## src/rtl/ref_ctrl_pkg.sv

```systemverilog
package ref_ctrl_pkg;
  typedef enum logic [1:0] {
    MODE_NORMAL = 2'b00,
    MODE_HOLD   = 2'b01,
    MODE_FREE   = 2'b10
  } mode_e;

  typedef struct packed {
    mode_e mode;
    logic  ref_sec;
  } sel_t;

  localparam sel_t SEL_RESET = '{mode: MODE_FREE, ref_sec: 1'b0};
endpackage

```

## src/rtl/ref_sync.sv

```systemverilog
module ref_sync #(
  parameter int W = 1,
  parameter logic [W-1:0] RST_VAL = '0
) (
  input  logic         clk,
  input  logic         rst_n,
  input  logic [W-1:0] d,
  output logic [W-1:0] q
);
  logic [W-1:0] meta_q;

  always_ff @(posedge clk or negedge rst_n) begin
    if (!rst_n) begin
      meta_q <= RST_VAL;
      q      <= RST_VAL;
    end else begin
      meta_q <= d;
      q      <= meta_q;
    end
  end
endmodule

```

## src/rtl/ref_auto_fsm.sv

```systemverilog
module ref_auto_fsm
  import ref_ctrl_pkg::*;
(
  input  sel_t cur,
  input  logic los_pri,
  input  logic los_sec,
  input  logic guard,
  output sel_t nxt
);
  logic los_act, los_oth;

  always_comb begin
    los_act = cur.ref_sec ? los_sec : los_pri;
    los_oth = cur.ref_sec ? los_pri : los_sec;
    nxt     = cur;
    unique case (cur.mode)
      MODE_FREE: begin
        if (!los_pri)      nxt = '{mode: MODE_NORMAL, ref_sec: 1'b0};
        else if (!los_sec) nxt = '{mode: MODE_NORMAL, ref_sec: 1'b1};
      end
      MODE_NORMAL: begin
        if (los_act) begin
          if (guard && !los_oth) nxt.ref_sec = !cur.ref_sec;
          else                   nxt.mode    = MODE_HOLD;
        end
      end
      MODE_HOLD: begin
        if (guard) begin
          if (!los_pri)      nxt = '{mode: MODE_NORMAL, ref_sec: 1'b0};
          else if (!los_sec) nxt = '{mode: MODE_NORMAL, ref_sec: 1'b1};
        end
      end
      default: nxt = SEL_RESET;
    endcase
  end
endmodule

```

## src/rtl/ref_lock_qual.sv

```systemverilog
module ref_lock_qual #(
  parameter int LOCK_8K = 40,
  parameter int LOCK_T1 = 24,
  parameter int LOCK_E1 = 16
) (
  input  logic       clk,
  input  logic       rst_n,
  input  logic       in_normal,
  input  logic       restart,
  input  logic [1:0] freq_code,
  output logic       locked
);
  localparam int MAX_A = (LOCK_8K > LOCK_T1) ? LOCK_8K : LOCK_T1;
  localparam int MAX_L = (MAX_A > LOCK_E1) ? MAX_A : LOCK_E1;
  localparam int CW    = $clog2(MAX_L + 1);

  logic [CW-1:0] cnt_q, cnt_d, limit;
  logic          cnt_en;

  always_comb begin
    unique case (freq_code)
      2'b01:   limit = CW'(LOCK_T1);
      2'b10:   limit = CW'(LOCK_E1);
      default: limit = CW'(LOCK_8K);
    endcase
  end

  always_comb begin
    cnt_en = restart || (cnt_q < limit);
    cnt_d  = restart ? '0 : cnt_q + 1'b1;
  end

  always_ff @(posedge clk or negedge rst_n) begin
    if (!rst_n)      cnt_q <= '0;
    else if (cnt_en) cnt_q <= cnt_d;
  end

  assign locked = in_normal && (cnt_q >= limit);
endmodule

```

## src/rtl/clk_ref_mode_ctrl.sv

```systemverilog
module clk_ref_mode_ctrl
  import ref_ctrl_pkg::*;
#(
  parameter int LOCK_8K = 40,
  parameter int LOCK_T1 = 24,
  parameter int LOCK_E1 = 16
) (
  input  logic       clk,
  input  logic       rst_n,
  input  logic [1:0] ctrl_sel,
  input  logic [1:0] man_mode,
  input  logic       man_ref,
  input  logic       los_pri,
  input  logic       los_sec,
  input  logic       guard,
  input  logic [1:0] freq_sel,
  output logic [1:0] mode_o,
  output logic       ref_sec_o,
  output logic       locked_o,
  output logic       store_en_o
);
  localparam int SW = 10;
  localparam logic [SW-1:0] SYNC_RST = 10'b00_00_0_00_0_11;

  logic rst_meta, rst_i;
  always_ff @(posedge clk or negedge rst_n) begin
    if (!rst_n) begin
      rst_meta <= 1'b0;
      rst_i    <= 1'b0;
    end else begin
      rst_meta <= 1'b1;
      rst_i    <= rst_meta;
    end
  end

  logic [SW-1:0] raw_bus, sync_bus;
  logic [1:0]    ctrl_s, man_mode_s, freq_s;
  logic          man_ref_s, guard_s, los_sec_s, los_pri_s, auto_s;

  assign raw_bus = {ctrl_sel, man_mode, man_ref, freq_sel, guard, los_sec, los_pri};

  ref_sync #(.W(SW), .RST_VAL(SYNC_RST)) u_sync (
    .clk (clk),
    .rst_n (rst_i),
    .d   (raw_bus),
    .q   (sync_bus)
  );

  assign {ctrl_s, man_mode_s, man_ref_s, freq_s, guard_s, los_sec_s, los_pri_s} = sync_bus;
  assign auto_s = (ctrl_s == 2'b00);

  sel_t state_q, state_d, auto_nxt, man_sel;

  ref_auto_fsm u_fsm (
    .cur     (state_q),
    .los_pri (los_pri_s),
    .los_sec (los_sec_s),
    .guard   (guard_s),
    .nxt     (auto_nxt)
  );

  always_comb begin
    man_sel.mode    = (man_mode_s == 2'b11) ? MODE_FREE : mode_e'(man_mode_s);
    man_sel.ref_sec = man_ref_s;
    state_d         = auto_s ? auto_nxt : man_sel;
  end

  always_ff @(posedge clk or negedge rst_i) begin
    if (!rst_i) state_q <= SEL_RESET;
    else        state_q <= state_d;
  end

  logic in_normal, restart;
  assign in_normal = (state_q.mode == MODE_NORMAL);
  assign restart   = !in_normal || (state_d != state_q);

  ref_lock_qual #(
    .LOCK_8K (LOCK_8K),
    .LOCK_T1 (LOCK_T1),
    .LOCK_E1 (LOCK_E1)
  ) u_lock (
    .clk       (clk),
    .rst_n     (rst_i),
    .in_normal (in_normal),
    .restart   (restart),
    .freq_code (freq_s),
    .locked    (locked_o)
  );

  assign mode_o     = state_q.mode;
  assign ref_sec_o  = state_q.ref_sec;
  assign store_en_o = locked_o && in_normal;
endmodule

```

## config.mk

```make
export PLATFORM = sky130hd
export DESIGN_NAME = clk_ref_mode_ctrl
export DESIGN_NICKNAME = d
export VERILOG_FILES = /design/src/rtl/ref_ctrl_pkg.sv /design/src/rtl/ref_sync.sv /design/src/rtl/ref_auto_fsm.sv /design/src/rtl/ref_lock_qual.sv /design/src/rtl/clk_ref_mode_ctrl.sv
export SDC_FILE = /design/constraint.sdc
export NUM_CORES = 1
export LEC_CHECK = 0
export CAP_MARGIN = 10
export CORE_MARGIN = 4
export CORE_UTILIZATION = 45
export DETAILED_ROUTE_END_ITERATION = 10
export DONT_BUFFER_PORTS = 1
export GPL_TIMING_DRIVEN = 1
export SLEW_MARGIN = 20
export SYNTH_ARGS = -nofsm -noshare
export SYNTH_HDL_FRONTEND = slang
export SYNTH_SLANG_ARGS = --single-unit
```

## constraint.sdc

```tcl
create_clock -name clk -period 2.3 [get_ports clk]
set_input_delay 0.23 -clock clk [delete_from_list [all_inputs] [get_ports clk]]
set_output_delay 0.23 -clock clk [all_outputs]
set_load 0.02 [all_outputs]
```

==> out/qor.txt, run 1 <==
Status = complete, no violations
Crit path launch type = flip-flop
Hold Crit Class = flip-flop to asynchronous set/reset pin
Sequential fraction of the synthesis area = 62.8%
CTS tree = built
Worst vdd ir = 623 µV
Tmin final = 2.15 ns
Area after DPL = 1290 µm²
CTS Sinks = 31
Top FF cell, synth = dfrtp_1
Final net count = 136
CTS root buf = clkbuf_4
TritonCTS Buffers = 5
Ys async rst share = 100%
Max Cap Viol = 0
Most frequent cells in the layout = dfrtp_1 (26), nor2_1 (12), dlygate4sd3_1 (11), inv_1 (6)
Mapped Nets = 117
Cell taking the most area after synthesis = dfrtp_1
CP endpoint kind = primary output
Leak = 0.640 nW
Initial antenna violation count = 0
Num ports = 17
Yosys warns = 0
Clk pin slew, worst setup/hold paths = 0.09 ns
Latest clock arrival within the worst-skew pair = 0.31 ns
Share of the synthesized area in the top cell type = 52.3%
# fillers = 209
Std cell rows = 18
Htree depth = 2
Residual DRC = 0
Synthesized instance count = 99
Share of layout cells above drive strength 1 = 24.4%
Skew final = 0.00311 ns
Largest net degree at the start of global routing = 26
CTS max path bufs = 2
Antenna violation net count after detailed routing = 0
DIE AREA = 3670 µm²
Port-buffer cells = 0
Syn Area/Cell = 12.6 µm²
Final setup TNS = 0 ns
First-pass DRT Iterations = 4
DR vias/cell = 5.07
RSZ-0062 raised after global routing = no
#FFs+latches synth = 31
Slew Limit Fails = 0
Total grt overflow = 0
Number of flops mapped to enable cells by yosys = 0
Synthesized cell area = 1240 µm²
Via count = 756
Layout overhead on the synthesized area = 23.1%
Die W = 60.6 µm
Die Height = 60.6 µm
Total power = 1.05 mW
Crit path kind = flip-flop to primary output
Routability congestion estimate = 0.828
Final instance area = 1530 µm²
Initial DRC Count = 26
Final Hold Fails = 0
Core area = 2570 µm²
Commonest non-fill, non-tap cell in the layout = dfrtp_1
First-pass GRT wire length = 3440 µm
Critical Path Fanout Max = 4
Largest cells by area after synthesis = dfrtp_1 (52%), dfstp_2 (11%), ha_1 (6.0%)
Inserted Diodes = 0
Critical Path AT = 1.92 ns
Synth unique cells = 33
Initial Utilization = 48.5%
Post-layout util = 59.7%
DPL Wire Length = 1400 µm
CP required = 2.07 ns
Max Clk Rate = 465 MHz
Power Density = 686 nW/µm²
Vias in the first global route = 774
GRT Overall Usage = 13.0%
Post-route clock period utilization = 93.5%
Number of setup violations in the final report = 0
DRT Wirelength = 2010 µm
WL per Instance = 13.5 µm
[worst max-delay path, cell delays in order, from the launching register on]
cell,delay (ns)
dfrtp_1,0.37
inv_1,0.09
ha_4,0.22
ha_4,0.21
nor2b_4,0.12
o21ai_2,0.16
nand2b_1,0.10
nor2_2,0.12
nor3_2,0.05
buf_6,0.16
[final cells by class]
type	instances	area (µm²)	share of cell area (%)
Clock inverter	1	7.51	0.490
Inverter	7	26.3	1.71
Sequential cell	31	782	51.0
Timing Repair Buffer	14	136	8.90
Clock buffer	7	65.1	4.24
Tap cell	30	37.5	2.45
Multi-Input combinational cell	59	478	31.2
[state kept, by name (all words and copies together) (netlist names)]
signal         cells
u_lock.cnt_q       6
ref_sec_o          1
u_sync.q          10
mode_o             2
rst_meta           1
u_sync.meta_q     10
rst_i              1
[kinds of logic after synthesis]
kind of cell | after synthesis | share of synthesized area (%)
AO/OA/AOI/OAI | 13 | 8.94
XOR/XNOR | 5 | 3.52
adder cells (fa/ha/maj) | 6 | 6.03
buffers and inverters | 9 | 3.02
flip-flops | 31 | 62.8
multiplexers | 2 | 2.01
other | 1 | 0.301
AND/OR/NAND/NOR | 32 | 13.4
[per-stage QoR]
step,setup WS [ns],hold slack [ns],cells
after floorplan,0.177,-0.0656,99
after global placement,0.305,-0.0655,129
after detailed placement,0.250,-0.0655,129
after CTS,0.00280,0.0832,149
after global routing,0.00624,0.0993,149
final,0.149,0.0749,149
[path summary, 6_finish.rpt]
check	endpoint	from	slack, ns	cells after the start
min in group clk	rst_i$_DFF_PN0_	rst_meta$_DFF_PN0_	0.36	0
max in group asynchronous	u_sync.meta_q[0]$_DFF_PN1_	rst_i$_DFF_PN0_	1.63	1
setup reg to reg	u_lock.cnt_q[5]$_DFFE_PN0P_	u_sync.q[3]$_DFF_PN0_	0.30	9
hold reg to reg	u_sync.q[4]$_DFF_PN0_	rst_i$_DFF_PN0_	0.07	0
hold / removal	u_sync.q[4]$_DFF_PN0_	rst_i$_DFF_PN0_	0.07	0
setup / recovery	locked_o	u_sync.q[3]$_DFF_PN0_	0.15	9
[metal layers]
metal / vias to the layer above / routed length (µm) / GRT usage [%] / part of all wire [%]
li1: 369 / - / - / -
met1: 361 / 919 / 17.5 / 46
met2: 23 / 951 / 19.2 / 47
met3: 3 / 116 / 4.26 / 5.8
met4: 0 / 22 / 5.57 / 1.1
met5: - / 0 / 0 / 0
[where the power goes]
part | switching (mW) | leakage (nW) | internal [mW] | total, mW
registers | 0.0286 | 0.371 | 0.574 | 0.603
clock network | 0.175 | 0.0375 | 0.179 | 0.353
logic | 0.0475 | 0.232 | 0.0483 | 0.0958
total | 0.251 | 0.640 | 0.801 | 1.05
[repair_timing]
| action | in CTS | in global routing |
|---|---|---|
| resized for setup | 3 | 5 |
| setup endpoints to repair | 2 | 2 |
| pin swaps | 2 | 3 |
| setup buffers | 1 | 0 |
| hold endpoints to repair | 12 | 0 |
| hold buffers | 11 | 0 |
[synthesized netlist by cell type, types with 2 or more instances]
cell / number
a21oi_1: 2
dfrtp_1: 26
dfstp_2: 5
ha_1: 6
inv_1: 7
nand2_1: 4
nand3_1: 2
nand3b_1: 2
nand4_1: 2
nand4b_1: 2
nor2_1: 13
o21ai_0: 3
o31ai_1: 2
xnor2_1: 4
No activity file was read; power rests on OpenSTA's default activity.
==> run 2, diff against run 1 <==
- CORE_ASPECT_RATIO: unset -> 0.6
==> run 2 against run 1 <==
Power rose by 17%. Cell area rose by 2.4%. Global-route usage fell by 0.47 points.
==> out/qor.txt, run 2 (same netlist as run 1, synthesis figures left out) <==
Final net count = 138 (+1.5%)
Routability congestion estimate = 0.846 (+2.2%)
DIE AREA = 3700 µm² (+0.76%)
Crit path kind = flip-flop to primary output
Share of layout cells above drive strength 1 = 24.0% (-0.40 points)
Internal = 943 µW (+18%)
CTS root buf = clkbuf_8
Leak = 0.672 nW (+5.0%)
Final hold slack = 0.113 ns (+0.0377 ns)
CTS tree = built
Flop pwr share = 49.1% (-8.2 points)
Area after DPL = 1290 µm² (+0.19%)
Final setup margin = 0.0902 ns (-0.0592 ns)
Hold Crit Class = flip-flop to asynchronous set/reset pin
Crit path launch type = flip-flop
Max Cap Viol = 0 (unchanged)
Num ports = 17 (unchanged)
TritonCTS Buffers = 5 (unchanged)
Psw = 288 µW (+15%)
Gate power share = 7.5% (-1.6 points)
CP required = 2.07 ns (about the same)
Commonest non-fill, non-tap cell in the layout = dfrtp_1
Antenna violation net count after detailed routing = 0 (unchanged)
Die Height = 48.7 µm (-20%)
Initial antenna violation count = 0 (unchanged)
Worst vdd ir = 529 µV (-15%)
GRT Overall Usage = 12.5% (-0.47 points)
Met1 wire length = 988 µm (+7.5%)
Most frequent cells in the layout = dfrtp_1 (26), nor2_1 (12), dlygate4sd3_1 (11), inv_1 (6)
Via count = 753 (-0.40%)
First-pass DRT Iterations = 4 (unchanged)
Std cell rows = 14 (-4)
Reg-to-reg slack, setup = 0.30 ns (about the same)
WL per Instance = 13.8 µm (+2.2%)
Clk network pwr share = 43.4% (+9.8 points)
Residual DRC = 0 (unchanged)
Htree depth = 2 (unchanged)
CP endpoint kind = primary output
Core area = 2570 µm² (+0.29%)
First-pass GRT wire length = 3370 µm (-2.2%)
Critical Path Fanout Max = 5 (+1)
Initial Utilization = 48.3% (-0.14 points)
Die W = 75.9 µm (+25%)
Tmin final = 2.21 ns (+0.0592 ns)
Final Hold Fails = 0 (unchanged)
Layout overhead on the synthesized area = 26.1%
Initial DRC Count = 81 (+210%)
Total grt overflow = 0 (unchanged)
Critical Path AT = 1.98 ns (+0.06 ns)
Inserted Diodes = 0 (unchanged)
Skew final = 0.00653 ns (+0.00343 ns)
Number of setup violations in the final report = 0 (unchanged)
Slew Limit Fails = 0 (unchanged)
Vias in the first global route = 691 (-11%)
CTS max path bufs = 2 (unchanged)
Routed met3 length = 179 µm (+54%)
DP Worst Slack = 0.239 ns (-0.0107 ns)
Status = complete, no violations
Max Used Layer = met4
Port-buffer cells = 0 (unchanged)
DR vias/cell = 4.92 (-3.0%)
Latest clock arrival within the worst-skew pair = 0.29 ns (-0.02 ns)
Post-route insts no fill = 153 (+2.7%)
CTS Sinks = 31 (unchanged)
Final instance area = 1570 µm² (+2.4%)
DRT Wirelength = 2110 µm (+4.9%)
Power Density = 784 nW/µm² (+14%)
Post-route clock period utilization = 96.1% (+2.6 points)
Routed wire length on met2 = 888 µm (-6.6%)
Largest net degree at the start of global routing = 23 (-12%)
Dpl cells = 131 (+1.6%)
Top Registers = u_sync.meta_q x10, u_sync.q x10, u_lock.cnt_q x6
Sw Ratio = 23.4% (-0.46 points)
DPL Wire Length = 1400 µm (+0.29%)
Clk pin slew, worst setup/hold paths = 0.06 ns (-0.03 ns)
Max Clk Rate = 453 MHz (-2.7%)
==> run 2: per-stage QoR <==
step	TNS [ns]	power, mW	util, %
after global routing	-0.0519	1.29	61.0
after floorplan	0	0.664	-
after CTS	0	1.24	59.6
after global placement	0	0.682	50.2
final	0	1.23	61.0
after detailed placement	0	0.683	50.2
==> run 2: path summary, 6_finish.rpt <==
path                                                  from                           to  cells past startpoint
worst max-delay path                 u_sync.q[3]$_DFF_PN0_                     locked_o                      9
worst min-delay path                       rst_i$_DFF_PN0_   u_sync.meta_q[2]$_DFF_PN0_                      0
worst max register to register       u_sync.q[3]$_DFF_PN0_  u_lock.cnt_q[4]$_DFFE_PN0P_                      9
worst min register to register             rst_i$_DFF_PN0_   u_sync.meta_q[2]$_DFF_PN0_                      0
max in group asynchronous                  rst_i$_DFF_PN0_          mode_o[1]$_DFF_PN1_                      1
min in group clk                u_sync.meta_q[6]$_DFF_PN0_        u_sync.q[6]$_DFF_PN0_                      0
==> run 2: layout make-up <==
cell class	count	area, µm²
sequential	31	782
clock buffer	5	68.8
inverter	7	26.3
clock inverter	3	43.8
multi-input combinational	59	458
timing repair buffer	16	151
fill	204	1000
tap	32	40.0
==> run 2: layer usage <==
metal,vias to the layer above,global-route usage [%]
li1,371,-
met1,344,16.3
met2,30,15.9
met3,8,6.67
met4,0,7.99
met5,-,0
==> run 2: critical path, stage by stage, from the launching register on <==
cell	delay, ns
dfrtp_1	0.37
inv_2	0.07
ha_4	0.20
ha_1	0.29
nor2b_1	0.14
o21ai_2	0.21
nand2b_4	0.11
nor2_4	0.11
nor3_2	0.04
buf_6	0.16
==> run 2: power groups by stage <==
stage | clock network, mW | logic [mW] | registers, mW
after floorplan | 0 | 0.0515 | 0.613
final | 0.534 | 0.0920 | 0.605
after CTS | 0.546 | 0.0869 | 0.604
after detailed placement | 0 | 0.0686 | 0.614
after global routing | 0.579 | 0.104 | 0.609
after global placement | 0 | 0.0694 | 0.613
==> run 2: timing repair <==
action / 4_1_cts / 5_1_grt
pin swaps: 1 / 1
endpoints found under the hold margin: 12 / 0
setup buffers: 0 / 3
cloned: 0 / 0
setup endpoints to repair: 2 / 2
gates resized for setup: 4 / 2
hold buffers: 11 / 0
==> run 3, diff against run 2 <==
- MAX_ROUTING_LAYER: unset -> met4
==> run 3 against run 2 <==
Fmax grew 1.1%. Clock skew barely moved. Largest cell class unchanged. First-iteration DRC count down 15%. Combinational power about the same. Cell area stayed put. Critical path depth did not move.
==> out/qor.txt, run 3 (same netlist as run 1, synthesis figures left out) <==
Top Registers = u_sync.meta_q x10, u_sync.q x10, u_lock.cnt_q x6
Initial antenna violation count = 0 (unchanged)
Psw = 287 µW (-0.23%)
Core area = 2570 µm² (unchanged)
Share of layout cells above drive strength 1 = 24.0% (unchanged)
Die Height = 48.7 µm (unchanged)
Most frequent cells in the layout = dfrtp_1 (26), nor2_1 (12), dlygate4sd3_1 (11), inv_1 (6)
CTS root buf = clkbuf_8
CTS Sinks = 31 (unchanged)
Vias in the first global route = 694 (+0.43%)
Power Density = 783 nW/µm² (about the same)
Number of setup violations in the final report = 0 (unchanged)
Sw Ratio = 23.4% (-0.042 points)
Port-buffer cells = 0 (unchanged)
Final Hold Fails = 0 (unchanged)
CP required = 2.07 ns (about the same)
Post-route clock period utilization = 95.1% (-1.0 points)
Largest net degree at the start of global routing = 23 (unchanged)
Dpl cells = 131 (unchanged)
Max Cap Viol = 0 (unchanged)
GRT Overall Usage = 13.0% (+0.49 points)
Gate power share = 7.5% (about the same)
# fillers = 204 (unchanged)
CTS tree = built
Leak = 0.672 nW (about the same)
DRT Wirelength = 2110 µm (about the same)
Total grt overflow = 0 (unchanged)
Initial DRC Count = 69 (-15%)
Final net count = 138 (unchanged)
Final instance area = 1570 µm² (unchanged)
Skew final = 0.00632 ns (-0.000218 ns)
CTS max path bufs = 2 (unchanged)
First-pass DRT Iterations = 4 (unchanged)
Routability congestion estimate = 0.860 (+1.6%)
DPL Wire Length = 1400 µm (unchanged)
Worst vdd ir = 529 µV (about the same)
Hold Crit Class = flip-flop to asynchronous set/reset pin
Initial Utilization = 48.3% (unchanged)
TritonCTS Buffers = 5 (unchanged)
Clk pin slew, worst setup/hold paths = 0.06 ns (about the same)
Commonest non-fill, non-tap cell in the layout = dfrtp_1
Crit path kind = flip-flop to primary output
Std cell rows = 14 (unchanged)
Max Clk Rate = 457 MHz (+1.1%)
Residual DRC = 0 (unchanged)
Die W = 75.9 µm (unchanged)
Status = complete, no violations
WL per Instance = 13.8 µm (about the same)
Flop pwr share = 49.2% (about the same)
Final setup TNS = 0 ns (unchanged)
Crit path launch type = flip-flop
Latest clock arrival within the worst-skew pair = 0.29 ns (about the same)
Clk network pwr share = 43.4% (about the same)
Num ports = 17 (unchanged)
Reg-to-reg slack, setup = 0.30 ns (about the same)
Layout overhead on the synthesized area = 26.1% (unchanged)
Via count = 752 (-0.13%)
Critical Path Fanout Max = 5 (unchanged)
Inserted Diodes = 0 (unchanged)
Slew Limit Fails = 0 (unchanged)
DIE AREA = 3700 µm² (unchanged)
Htree depth = 2 (unchanged)
RR Endpoint = u_lock.cnt_q[4]$_DFFE_PN0P_
Antenna violation net count after detailed routing = 0 (unchanged)
Post-route insts no fill = 153 (unchanged)
FF-to-FF path depth = 9 (unchanged)
RR Startpoint = u_sync.q[3]$_DFF_PN0_
DR vias/cell = 4.92 (-0.13%)
First-pass GRT wire length = 3370 µm (+0.21%)
Tmin final = 2.19 ns (-0.0236 ns)
CP endpoint kind = primary output
Critical Path AT = 1.96 ns (-0.02 ns)
Internal = 943 µW (about the same)
Area after DPL = 1290 µm² (unchanged)
run 3: worst max-delay path: stages (launching register included):
cell and delay (ns):
dfrtp_1 0.37, inv_2 0.07, ha_4 0.20, ha_1 0.29, nor2b_1 0.14, o21ai_2 0.21, nand2b_4 0.11, nor2_4 0.09
nor3_2 0.04, buf_6 0.16
run 3: area by class of cell:
type | instances | area (µm²) | area share (%)
sequential | 31 | 782 | 49.8
inverter | 7 | 26.3 | 1.67
multi-input combinational | 59 | 458 | 29.2
clock buffer | 5 | 68.8 | 4.38
tap | 32 | 40.0 | 2.55
timing repair buffer | 16 | 151 | 9.64
clock inverter | 3 | 43.8 | 2.79
run 3: worst max path at each step:
stage | depth (start not counted) | from | slack [ns] | endpoint
floorplan | 9 | u_sync.q[3]$_DFF_PN0_ | 0.18 | store_en_o
global placement | 9 | u_sync.q[3]$_DFF_PN0_ | 0.29 | store_en_o
detailed placement | 8 | u_sync.q[4]$_DFF_PN0_ | 0.24 | locked_o
CTS | 8 | u_sync.q[4]$_DFF_PN0_ | 0.0002 | locked_o
global route | 9 | u_sync.q[3]$_DFF_PN0_ | -0.001 | locked_o
finish | 9 | u_sync.q[3]$_DFF_PN0_ | 0.11 | locked_o
run 3: per-stage QoR:
| step | setup slack [ns] | utilization, % | hold WS, ns | total power, mW |
|---|---|---|---|---|
| after floorplan | 0.177 | - | -0.0656 | 0.664 |
| after global placement | 0.291 | 50.2 | -0.0655 | 0.682 |
| after detailed placement | 0.239 | 50.2 | -0.0655 | 0.683 |
| after CTS | 0.000158 | 59.6 | 0.120 | 1.24 |
| after global routing | -0.00125 | 61.0 | 0.135 | 1.29 |
| final | 0.114 | 61.0 | 0.113 | 1.23 |
run 3: power groups by stage:
stage / Sequential, mW / Combinational [mW] / Clock, mW
final: 0.605 / 0.0919 / 0.533
after global routing: 0.609 / 0.103 / 0.581
after CTS: 0.604 / 0.0869 / 0.546
after detailed placement: 0.614 / 0.0686 / 0
after global placement: 0.613 / 0.0694 / 0
after floorplan: 0.613 / 0.0515 / 0
run 3: per-layer routing:
metal	track usage [%]	vias to the layer above	wire length [µm]
li1	-	370	-
met2	15.9	30	888
met4	7.99	0	51
met3	7.22	7	171
met5	-	-	0
met1	16.3	345	999
run 3: timing repair:
item / CTS / global route
pin swaps: 1 / 2
hold endpoints to repair: 12 / 0
hold buffers: 11 / 0
gates resized for setup: 4 / 2
setup buffers: 0 / 3
endpoints found under the setup margin: 2 / 2
